==> config.mk <==
export PLATFORM = sky130hd
export DESIGN_NAME = cbdisp_top
export DESIGN_NICKNAME = d
export VERILOG_FILES = /design/src/rtl/cbdisp_pkg.sv /design/src/rtl/cbdisp_dpath.sv /design/src/rtl/cbdisp_ctrl.sv /design/src/rtl/cbdisp_top.sv
export SDC_FILE = /design/constraint.sdc
export NUM_CORES = 2
export LEC_CHECK = 0
export BUFFER_PORTS_ARGS = -buffer_cell sky130_fd_sc_hd__buf_2
export CAP_MARGIN = 20
export CELL_PAD_IN_SITES_DETAIL_PLACEMENT = 0
export CELL_PAD_IN_SITES_GLOBAL_PLACEMENT = 1
export CORE_MARGIN = 1
export CORE_UTILIZATION = 35
export DETAILED_ROUTE_END_ITERATION = 10
export PLACE_DENSITY_LB_ADDON = 0.15
export SLEW_MARGIN = 20
export SYNTH_ARGS = -nofsm -noshare
export SYNTH_HDL_FRONTEND = slang
export SYNTH_SLANG_ARGS = --single-unit
==> constraint.sdc <==
create_clock -name clk -period 24.4 [get_ports clk]
set_clock_uncertainty 0.2 [all_clocks]
set_input_delay 0 -clock clk [delete_from_list [all_inputs] [get_ports clk]]
set_output_delay 0 -clock clk [all_outputs]
set_load 0.03 [all_outputs]
==> src/rtl/cbdisp_pkg.sv <==
package cbdisp_pkg;
  parameter int NUM_Q  = 64;
  parameter int OCC_W  = 8;
  parameter int ADDR_W = 9;
  localparam int HALF   = NUM_Q / 2;
  localparam int IDX_W  = $clog2(NUM_Q);
  localparam int HALF_W = $clog2(HALF);
  localparam int NUM_DIR = 2;
  localparam logic [ADDR_W-1:0] WM_ADDR   = ADDR_W'(NUM_Q * 4);
  localparam logic [ADDR_W-1:0] DONE_ADDR = ADDR_W'(NUM_Q * 4 + 4);

  typedef struct packed {
    logic [NUM_DIR-1:0]            grant;
    logic [NUM_DIR-1:0][IDX_W-1:0] idx;
  } grantStrobe_t;
endpackage

==> src/rtl/cbdisp_dpath.sv <==
module cbdisp_dpath
  import cbdisp_pkg::*;
(
  input  logic                        clk,
  input  logic                        rstN,
  input  logic                        cfgWrEn,
  input  logic [ADDR_W-1:0]           cfgAddr,
  input  logic [31:0]                 cfgWrData,
  input  logic                        cmplValid,
  input  logic [IDX_W-1:0]            cmplQueue,
  input  grantStrobe_t                strobe,
  output logic [NUM_Q-1:0]            eligible,
  output logic [NUM_Q-1:0]            mapValid,
  output logic [NUM_Q-1:0][OCC_W-1:0] occ,
  output logic [2*OCC_W-1:0]          wmReg,
  output logic                        ready
);
  localparam logic [OCC_W-1:0] OCC_MAX = '1;

  logic mapWr;
  logic unusedData;
  assign mapWr      = cfgWrEn && !cfgAddr[ADDR_W-1];
  assign unusedData = ^cfgWrData[31:2*OCC_W];

  always_ff @(posedge clk) begin
    if (!rstN) begin
      wmReg <= '0;
      ready <= 1'b0;
    end else if (cfgWrEn) begin
      if (cfgAddr == WM_ADDR)   wmReg <= cfgWrData[2*OCC_W-1:0];
      if (cfgAddr == DONE_ADDR) ready <= (cfgWrData[7:0] == 8'd1);
    end
  end

  for (genvar q = 0; q < NUM_Q; q++) begin : g_q
    logic             inc, dec, vBit;
    logic [OCC_W-1:0] cnt, lvl;

    assign inc = (strobe.grant[0] && strobe.idx[0] == IDX_W'(q)) ||
                 (strobe.grant[1] && strobe.idx[1] == IDX_W'(q));
    assign dec = cmplValid && (cmplQueue == IDX_W'(q));
    assign lvl = (q < HALF) ? wmReg[OCC_W-1:0] : wmReg[2*OCC_W-1:OCC_W];

    always_ff @(posedge clk) begin
      if (!rstN) begin
        cnt  <= '0;
        vBit <= 1'b0;
      end else begin
        if (inc && !dec && cnt != OCC_MAX) cnt <= cnt + 1'b1;
        else if (dec && !inc && cnt != '0) cnt <= cnt - 1'b1;
        if (mapWr && cfgAddr[IDX_W+1:2] == IDX_W'(q)) vBit <= cfgWrData[0];
      end
    end

    assign occ[q]      = cnt;
    assign mapValid[q] = vBit;
    assign eligible[q] = vBit && (cnt < lvl);
  end
endmodule

==> src/rtl/cbdisp_ctrl.sv <==
module cbdisp_ctrl
  import cbdisp_pkg::*;
(
  input  logic               clk,
  input  logic               rstN,
  input  logic               ready,
  input  logic [NUM_DIR-1:0] reqValid,
  input  logic [NUM_Q-1:0]   eligible,
  output grantStrobe_t       strobe
);
  for (genvar d = 0; d < NUM_DIR; d++) begin : g_dir
    logic [HALF_W-1:0]   ptr, sel, off;
    logic [HALF-1:0]     elig, rot;
    logic [2*HALF-1:0]   doubled;
    logic [HALF_W:0]     shiftAmt;
    logic                found, grant;

    assign elig     = eligible[d*HALF +: HALF];
    assign doubled  = {elig, elig};
    assign shiftAmt = {1'b0, ptr} + 1'b1;
    assign rot      = HALF'(doubled >> shiftAmt);

    always_comb begin
      found = 1'b0;
      off   = '0;
      for (int k = 0; k < HALF; k++) begin
        if (!found && rot[k]) begin
          found = 1'b1;
          off   = HALF_W'(k);
        end
      end
    end

    assign sel   = ptr + 1'b1 + off;
    assign grant = ready && reqValid[d] && found;

    always_ff @(posedge clk) begin
      if (!rstN) ptr <= HALF_W'(HALF - 1);
      else if (grant) ptr <= sel;
    end

    assign strobe.grant[d] = grant;
    assign strobe.idx[d]   = IDX_W'(d * HALF) + IDX_W'(sel);
  end
endmodule

==> src/rtl/cbdisp_top.sv <==
module cbdisp_top
  import cbdisp_pkg::*;
(
  input  logic              clk,
  input  logic              rstN,
  input  logic              cfgWrEn,
  input  logic [ADDR_W-1:0] cfgAddr,
  input  logic [31:0]       cfgWrData,
  input  logic              ulValid,
  output logic              ulPop,
  output logic [IDX_W-1:0]  ulQueue,
  input  logic              dlValid,
  output logic              dlPop,
  output logic [IDX_W-1:0]  dlQueue,
  input  logic              cmplValid,
  input  logic [IDX_W-1:0]  cmplQueue
);
  grantStrobe_t                strobe;
  logic [NUM_Q-1:0]            eligible, mapValid;
  logic [NUM_Q-1:0][OCC_W-1:0] occ;
  logic [2*OCC_W-1:0]          wmReg;
  logic                        ready;

  cbdisp_dpath u_dpath (
    .clk(clk), .rstN(rstN), .cfgWrEn(cfgWrEn), .cfgAddr(cfgAddr),
    .cfgWrData(cfgWrData), .cmplValid(cmplValid), .cmplQueue(cmplQueue),
    .strobe(strobe), .eligible(eligible), .mapValid(mapValid), .occ(occ),
    .wmReg(wmReg), .ready(ready)
  );

  cbdisp_ctrl u_ctrl (
    .clk(clk), .rstN(rstN), .ready(ready), .reqValid({dlValid, ulValid}),
    .eligible(eligible), .strobe(strobe)
  );

  assign ulPop   = strobe.grant[0];
  assign ulQueue = strobe.idx[0];
  assign dlPop   = strobe.grant[1];
  assign dlQueue = strobe.idx[1];
endmodule

After elaboration in Yosys (flattened, before gate mapping)
Index checks and enable logic that the tools add are counted.
{"block": "totals", "register_bits": 603, "input_bits": 53, "out_inout_bits": 14, "word_cells": 1842}
{"block": "op_classes", "n_addsub": 135, "order_cmp": 64, "n_eq_ne": 287, "shift": 2, "mux": 254, "reduce_logical": 968}
{"op": "$mux 8", "n": 128}
{"op": "$logic_and 1x1->1", "n": 611}
{"op": "$eq 6x6->1 const B", "n": 96}
{"op": "$add 8x1->8 const B", "n": 64}
{"op": "$lt 8x8->1", "n": 64}
{"op": "$ne 8x8->1 const B", "n": 64}
{"op": "$reduce_bool 8->1", "n": 64}
{"op": "$sub 8x1->8 const B", "n": 64}
{"op": "$eq 6x5->1 const B", "n": 48}
{"op": "$mux 5", "n": 46}
{"op": "$logic_not 1->1", "n": 191}
{"op": "$eq 6x4->1 const B", "n": 24}
{"op": "$reduce_bool 2->1", "n": 64}
{"op": "$shr 64x6->32", "n": 2}
{"op": "$eq 5x5->1 const B", "n": 16}
{"op": "$eq 6x3->1 const B", "n": 12}
{"op": "$mux 1", "n": 66}
{"op": "$eq 5x4->1 const B", "n": 8}
{"op": "$eq 6x2->1 const B", "n": 6}
{"op": "$logic_or 1x1->1", "n": 32}
{"op": "$mux 4", "n": 8}
{"op": "$logic_not 6->1", "n": 4}
{"op": "$eq 5x3->1 const B", "n": 4}
{"op": "$eq 6x1->1 const B", "n": 3}
{"op": "other kinds (11)", "n": 21}

Logic depth before layout (Yosys ltp)
{"block": "depth", "word_depth": 107, "mapped_depth": 40, "depth_no_buf": 38}

Hierarchy
A second synthesis with hierarchy kept.
{"block": "unflattened", "hier_cells": 7245, "hier_area_um2": 63014.2}
{"mod": "cbdisp_dpath", "n_inst": 1, "cells_each": 6692, "area_each_um2": 56771.9, "seq_area_each_um2": 11871.4}
{"mod": "cbdisp_ctrl", "n_inst": 1, "cells_each": 553, "area_each_um2": 6242.2, "seq_area_each_um2": 200.2}

Least setup slack after synthesis
OpenSTA, ideal clock, no wires.
{"block": "synth_timing", "path_type": "reg-to-reg", "start": "reg u_dpath.wmReg[13]", "end": "reg u_dpath.g_q[63].cnt[7]", "setup_ns": 0.128, "arrival_time_ns": 8.442, "required_ns": 24.072, "path_slack_ns": 15.631, "path_stages_with_launch": 33, "n_path_buf": 1, "synth_period_minus_slack_ns": 8.769, "path_cell_list": "dfxtp_1 -> inv_1 -> ha_1 -> and4_1 -> o21ai_0 -> o2111a_1 -> mux4_2 -> mux2i_1 -> nand3_1 -> o41a_1 -> a211o_1 -> or2_1 -> buf_6 -> nand3b_1 -> nor2_1 -> and3_1 -> nor4_1 -> ha_1 -> fa_1 -> xnor2_1 -> nand3_1 -> nor3_1 -> nand3_1 -> ha_1 -> a21o_1 -> a21o_1 -> a21o_1 -> a21oi_1 -> o21bai_1 -> a21oi_1 -> mux2i_1 -> xnor2_1 -> nor2_1"}
{"block": "synth_via", "elab_chain_len": 105, "elab_cells_between_ends": 202, "classes_between": "2 x add/sub; 32 x order compare; 1 x eq/ne; 1 x shift; 64 x mux; 102 x reduce/logical"}
{"element": "from (decl)", "line_no": "cbdisp_dpath.sv:15", "rtl": "output logic [2*OCC_W-1:0] wmReg,"}
{"element": "from (signal assigned)", "line_no": "cbdisp_dpath.sv:30", "rtl": "if (cfgAddr == WM_ADDR) wmReg <= cfgWrData[2*OCC_W-1:0];"}
{"element": "$lt 8x8->1", "line_no": "cbdisp_dpath.sv:57", "rtl": "assign eligible[q] = vBit && (cnt < lvl);"}
{"element": "$logic_and 1x1->1", "line_no": "cbdisp_dpath.sv:57"}
{"element": "$shr 64x6->32 *", "line_no": "cbdisp_ctrl.sv:21", "rtl": "assign rot = HALF'(doubled >> shiftAmt);"}
{"element": "$mux 1", "line_no": "cbdisp_ctrl.sv:27", "rtl": "if (!found && rot[k]) begin"}
{"element": "$logic_not 1->1", "line_no": "cbdisp_ctrl.sv:27"}
{"element": "$logic_and 1x1->1", "line_no": "cbdisp_ctrl.sv:27"}
{"element": "$mux 1", "line_no": "cbdisp_ctrl.sv:27"}
{"element": "$logic_not 1->1", "line_no": "cbdisp_ctrl.sv:27"}
{"element": "[... 89 more ...]"}
{"element": "$add 5x5->5 *", "line_no": "cbdisp_ctrl.sv:34", "rtl": "assign sel = ptr + 1'b1 + off;"}
{"element": "$add 6x5->6 *", "line_no": "cbdisp_ctrl.sv:43", "rtl": "assign strobe.idx[d] = IDX_W'(d * HALF) + IDX_W'(sel);"}
{"element": "named net dlQueue[2]", "line_no": "cbdisp_top.sv:14", "rtl": "output logic [IDX_W-1:0] dlQueue,"}
{"element": "$eq 6x6->1 *", "line_no": "cbdisp_dpath.sv:40", "rtl": "(strobe.grant[1] && strobe.idx[1] == IDX_W'(q));"}
{"element": "$logic_and 1x1->1 *", "line_no": "cbdisp_dpath.sv:40"}
{"element": "$logic_not 1->1", "line_no": "cbdisp_dpath.sv:50", "rtl": "else if (dec && !inc && cnt != '0) cnt <= cnt - 1'b1;"}
{"element": "$logic_and 1x1->1 (2 in series)", "line_no": "cbdisp_dpath.sv:50"}
{"element": "$reduce_bool 2->1 (no line)"}
{"element": "to (signal assigned)", "line_no": "cbdisp_dpath.sv:49", "rtl": "if (inc && !dec && cnt != OCC_MAX) cnt <= cnt + 1'b1;"}
{"element": "to (signal assigned)", "line_no": "cbdisp_dpath.sv:50"}
{"element": "to (decl)", "line_no": "cbdisp_dpath.sv:37", "rtl": "logic [OCC_W-1:0] cnt, lvl;"}
The timed path passes the listed nets; every way through them passes the cells marked *.
A chain may end at the register's enable or synchronous reset.

Worst setup path in the final report
{"block": "layout_timing", "start": "reg u_dpath.wmReg[2]", "end": "reg u_dpath.g_q[29].cnt[7]"}
{"block": "layout_via", "elab_chain_len": 105, "elab_cells_between_ends": 202, "classes_between": "1 x add/sub; 32 x order compare; 1 x eq/ne; 1 x shift; 64 x mux; 103 x reduce/logical"}
{"element": "$lt 8x8->1", "line_no": "cbdisp_dpath.sv:57"}
{"element": "$logic_and 1x1->1", "line_no": "cbdisp_dpath.sv:57"}
{"element": "$shr 64x6->32 *", "line_no": "cbdisp_ctrl.sv:21"}
{"element": "$mux 1", "line_no": "cbdisp_ctrl.sv:27"}
{"element": "$logic_not 1->1", "line_no": "cbdisp_ctrl.sv:27"}
{"element": "$logic_and 1x1->1", "line_no": "cbdisp_ctrl.sv:27"}
{"element": "$mux 1", "line_no": "cbdisp_ctrl.sv:27"}
{"element": "$logic_not 1->1", "line_no": "cbdisp_ctrl.sv:27"}
{"element": "[... 88 more ...]"}
{"element": "$mux 5", "line_no": "cbdisp_ctrl.sv:27"}
{"element": "$add 5x5->5", "line_no": "cbdisp_ctrl.sv:34"}
{"element": "$eq 5x5->1", "line_no": "cbdisp_dpath.sv:39", "rtl": "assign inc = (strobe.grant[0] && strobe.idx[0] == IDX_W'(q)) ||"}
{"element": "$logic_and 1x1->1 *", "line_no": "cbdisp_dpath.sv:39"}
{"element": "$logic_or 1x1->1 *", "line_no": "cbdisp_dpath.sv:39"}
{"element": "$logic_not 1->1", "line_no": "cbdisp_dpath.sv:50"}
{"element": "$logic_and 1x1->1 (2 in series)", "line_no": "cbdisp_dpath.sv:50"}
{"element": "$reduce_bool 2->1 (no line)"}
{"element": "to (signal assigned)", "line_no": "cbdisp_dpath.sv:49"}
{"element": "to (signal assigned)", "line_no": "cbdisp_dpath.sv:50"}
{"element": "to (decl)", "line_no": "cbdisp_dpath.sv:37"}
Every way passes the cells marked *; elsewhere a longest branch is shown, timed or not.

==> summary by stage <==
Synthesis
Synthesis handed over a netlist of 6797 instances. Counting flops and latches in the post-synthesis netlist gives 603. Ranked by total cell area, the synthesized netlist is headed by sky130_fd_sc_hd__dfxtp_1 (21%), sky130_fd_sc_hd__ha_1 (19%), sky130_fd_sc_hd__mux2i_1 (5.8%), sky130_fd_sc_hd__a21o_1 (5.1%), sky130_fd_sc_hd__nand2_1 (4.1%). The share of the synthesized area in the top cell type is 0.2108. In the synthesized netlist the async set-or-reset flop fraction comes to 0. Yosys mapped a number of flops with a built-in enable equal to 0. The mapped netlist covers 0.05728 mm². The number of library cell types mapped by synthesis is 111. The cell type with the highest aggregate area in the netlist is sky130_fd_sc_hd__dfxtp_1. The primary flip-flop cell chosen by synthesis mapping is sky130_fd_sc_hd__dfxtp_1. The share of synthesized area occupied by flip-flops and latches is 0.2108. Each instance of the synthesized netlist takes up on average 8.427 µm². The total of warnings raised by yosys is 0.

Synthesis produced a netlist with a net count of 7766.

Floorplan
The die outline width is 406.5 µm. The row count is 148. The total area inside the core boundary comes to 0.1626 mm². From bottom edge to top edge, the die measures 406.5 µm. Pin placement for this block handled 67 I/O pins.

The initial utilization of the core area, before any placement, comes to 0.3523. The floorplan step defined a die boundary enclosing 0.1653 mm².

Pwr
For this design the static power due to leakage is 28.07 nW. Across the VDD grid, the largest voltage drop is 49.09 µV. The areal power density over the cells is 36.84 mW/mm².

GRT
The overall global routing resource usage is 0.2273. The number of global-route vias before repair is 48.64k. The initial antenna violation count is 7.

The met1 capacity usage during global routing is 0.3232. The maximum number of pins on one net before global-route repair is 175. The most congested layer reported by global routing is met2. After global routing the overflow that remains totals 0. The met2 demand-to-capacity share in global routing is 0.3568. The first global-routing pass estimated 293000 µm of wire. The routing usage on met3 is 0.02811.

Finish
Compared with the post-synthesis result, the final layout area differs by 11.11%. The leading cell type in the layout, fill and taps excluded is sky130_fd_sc_hd__ha_1. Of the cells placed in the final design, the portion with a size suffix greater than 1 is 0.07525. In the layout the commonest cells are sky130_fd_sc_hd__ha_1 (850), sky130_fd_sc_hd__nand2_1 (623), sky130_fd_sc_hd__dfxtp_1 (600). At the end of the flow, the number of nets in the layout was 7828.

For this run, the share of the core covered by cells in the final layout is 0.3914. The area of all placed cells without fillers is 0.06364 mm².

Routing
The iteration count of the initial detailed-routing pass is 6. The wire length per cell after detailed routing is 20.91 µm. Once detail routing completed, the nets flagged for antenna violations numbered 0. The total routed wirelength is 190300 µm. After detailed routing, the number of remaining DRC violations is 0. The number of DRC violations after detailed-routing iteration 0 is 3181. The number of vias per cell after detailed routing is 5.613. The count of vias placed by the detailed router is 51.10k.

Timing
Of the available clock period, the critical path in the final layout requires 0.4593. The accumulated negative setup slack is 0 ns. Setup violations remaining at the end of the flow were counted as 0.

The slew at the pin closest to its max-slew limit is 1.122 ns. The number of slew-limit violations in the final report came to 0. The relative slew slack is 0.2479.

The routed design could run at a clock period as short as 11.21 ns. The fmax is 89.23 MHz. The final hold violation count came to 0.

Setup repair after global routing left no endpoint under its margin.

Clock tree
CTS placed an instance of sky130_fd_sc_hd__clkbuf_16 at the clock tree root. The level count of the clock H-tree is 3. The number of buffers added by the clock tree synthesis step is 85. The clock tree from TritonCTS is done.

The largest buffer count on any clock path is 3. After clock tree synthesis, the repair step resized 0 gates. The clock insertion delay at the later pin of the skew report is 0.71 ns.

Counting every sink on the clock net gives 603. The clock-pin transition on the worst setup and hold timing paths is 0.06 ns.

Hold path
The tightest min-delay check is of the primary input to flip-flop type.

Placement
In this run the tool buffered the top-level ports with 48 buffer cells. The global placer's final weighted congestion is 0.9453. Summed over all nets, the half-perimeter wirelength after detailed placement is 133200 µm. In this run the cell area measured after placement is 0.05998 mm².

Setup path
The largest driver fanout on the critical path is 20. On the critical path, the stage with the largest delay is an instance of sky130_fd_sc_hd__a2111oi_0. The data required time of the worst path is 24.83 ns. The kind of capture point of the worst setup path is a flip-flop. The worst path arrival time is 11.63 ns. The startpoint class of the critical path is a flip-flop. The setup path with the least slack is of type flip-flop to flip-flop.

For this run, the slowest stage of the critical path takes 1.05 ns.

Flow run
Max-cap violations in this run came to 0.

Outcome
The run finished with clean final reports.
[synth_stat cells, drive strengths merged, types with 12 or more instances]
master     n
mux2      23
mux2i    335
nand3b    12
nand2    631
or2       26
nand2b    98
o2111ai   41
dfxtp    603
nor4     138
a2111oi   19
o31ai     62
a21o     387
o21ai    339
a22oi     21
a211o     26
a221oi    12
ha       850
nor2     575
o211ai    57
xor2     193
o221ai    15
nor3      54
inv      173
buf       96
mux4      68
nand3    315
a31oi     21
xnor2    221
a21oi    451
o21bai    69
clkbuf   151
fa        66
a211oi   151
nor2b    111
nand4    169
and4      13
o21a      26
[stage by stage]
| step | setup WS, ns | hold WS [ns] | power [mW] | instances |
|---|---|---|---|---|
| after floorplan | 15.63 | -0.05606 | 1.039 | 6797 |
| after global placement | 13.46 | 0.04082 | 1.068 | 8869 |
| after detailed placement | 13.59 | 0.04307 | 1.069 | 8870 |
| after CTS | 13.52 | 0.0008756 | 2.394 | 9097 |
| after global routing | 12.52 | 0.07355 | 2.429 | 9102 |
| final | 13.19 | 0.02943 | 2.345 | 9104 |
[routing by layer]
layer,up-vias,part of all wire,wire (µm)
li1,25474,-,-
met1,24461,0.49,94030
met2,949,0.44,83160
met3,218,0.044,8372
met4,2,0.025,4679
met5,-,0.00050,96
[layout make-up]
| type | count | area [µm²] |
|---|---|---|
| Fill cell | 16658 | 98950 |
| Multi-Input combinational cell | 5770 | 43550 |
| Sequential cell | 603 | 12080 |
| Tap cell | 2175 | 2721 |
| Clock buffer | 128 | 2510 |
| Timing Repair Buffer | 222 | 1773 |
| Inverter | 177 | 671.9 |
| Clock inverter | 24 | 321.6 |
| Antenna cell | 5 | 12.51 |
[path summary, 6_finish.rpt]
path | start | end | cells past startpoint | slack [ns]
hold / removal | cmplQueue[5] | u_dpath.g_q[23].cnt[5]$_SDFFE_PN0P_ | 7 | 0.03
setup reg to reg | u_dpath.wmReg[2]$_SDFFE_PN0P_ | u_dpath.g_q[29].cnt[7]$_SDFFE_PN0P_ | 36 | 13.19
hold reg to reg | u_dpath.g_q[5].vBit$_SDFFE_PN0P_ | u_dpath.g_q[5].vBit$_SDFFE_PN0P_ | 2 | 0.25
setup / recovery | u_dpath.wmReg[2]$_SDFFE_PN0P_ | u_dpath.g_q[29].cnt[7]$_SDFFE_PN0P_ | 36 | 13.19
[cells by family after synthesis]
| kind of cell | synth area share |
|---|---|
| AND/OR/NAND/NOR | 0.1863 |
| multiplexers | 0.09037 |
| AO/OA/AOI/OAI | 0.2098 |
| other | 0.0001311 |
| adder cells (fa/ha/maj) | 0.2087 |
| buffers and inverters | 0.03054 |
| XOR/XNOR | 0.06331 |
| flip-flops | 0.2108 |
[power by group]
| group | leakage (nW) | internal [mW] | total [mW] | switching [mW] |
|---|---|---|---|---|
| sequential | 4.85 | 0.985 | 0.985 | 0.000205 |
| clock | 1.39 | 0.764 | 1.29 | 0.527 |
| combinational | 21.8 | 0.0165 | 0.0683 | 0.0518 |
| total | 28.1 | 1.77 | 2.34 | 0.579 |
[flip-flops by register name, summed over array words and instances (netlist names)]
| register | flops |
|---|---|
| u_dpath.g_q.cnt | 512 |
| u_dpath.g_q.vBit | 64 |
| u_ctrl.g_dir.ptr | 10 |
| u_dpath.wmReg | 16 |
| u_dpath.ready | 1 |
[worst max-delay path, delay by kind of cell, from the launching register on]
family / cells / cell delay [ns]
adders and majority gates: 4 / 1.19
AOI/OAI and AO/OA: 17 / 5.33
xor gates and xnor gates: 1 / 0.57
and+or+nand+nor: 9 / 1.46
muxes: 2 / 0.58
buffers and inverters: 3 / 1.40
DFF: 1 / 0.32
[repair_timing]
action / CTS / global route
buffers inserted: 0 / 0
hold buffers: 75 / 0
hold endpoints to repair: 269 / 0
Power figures use the tool's default switching activity.
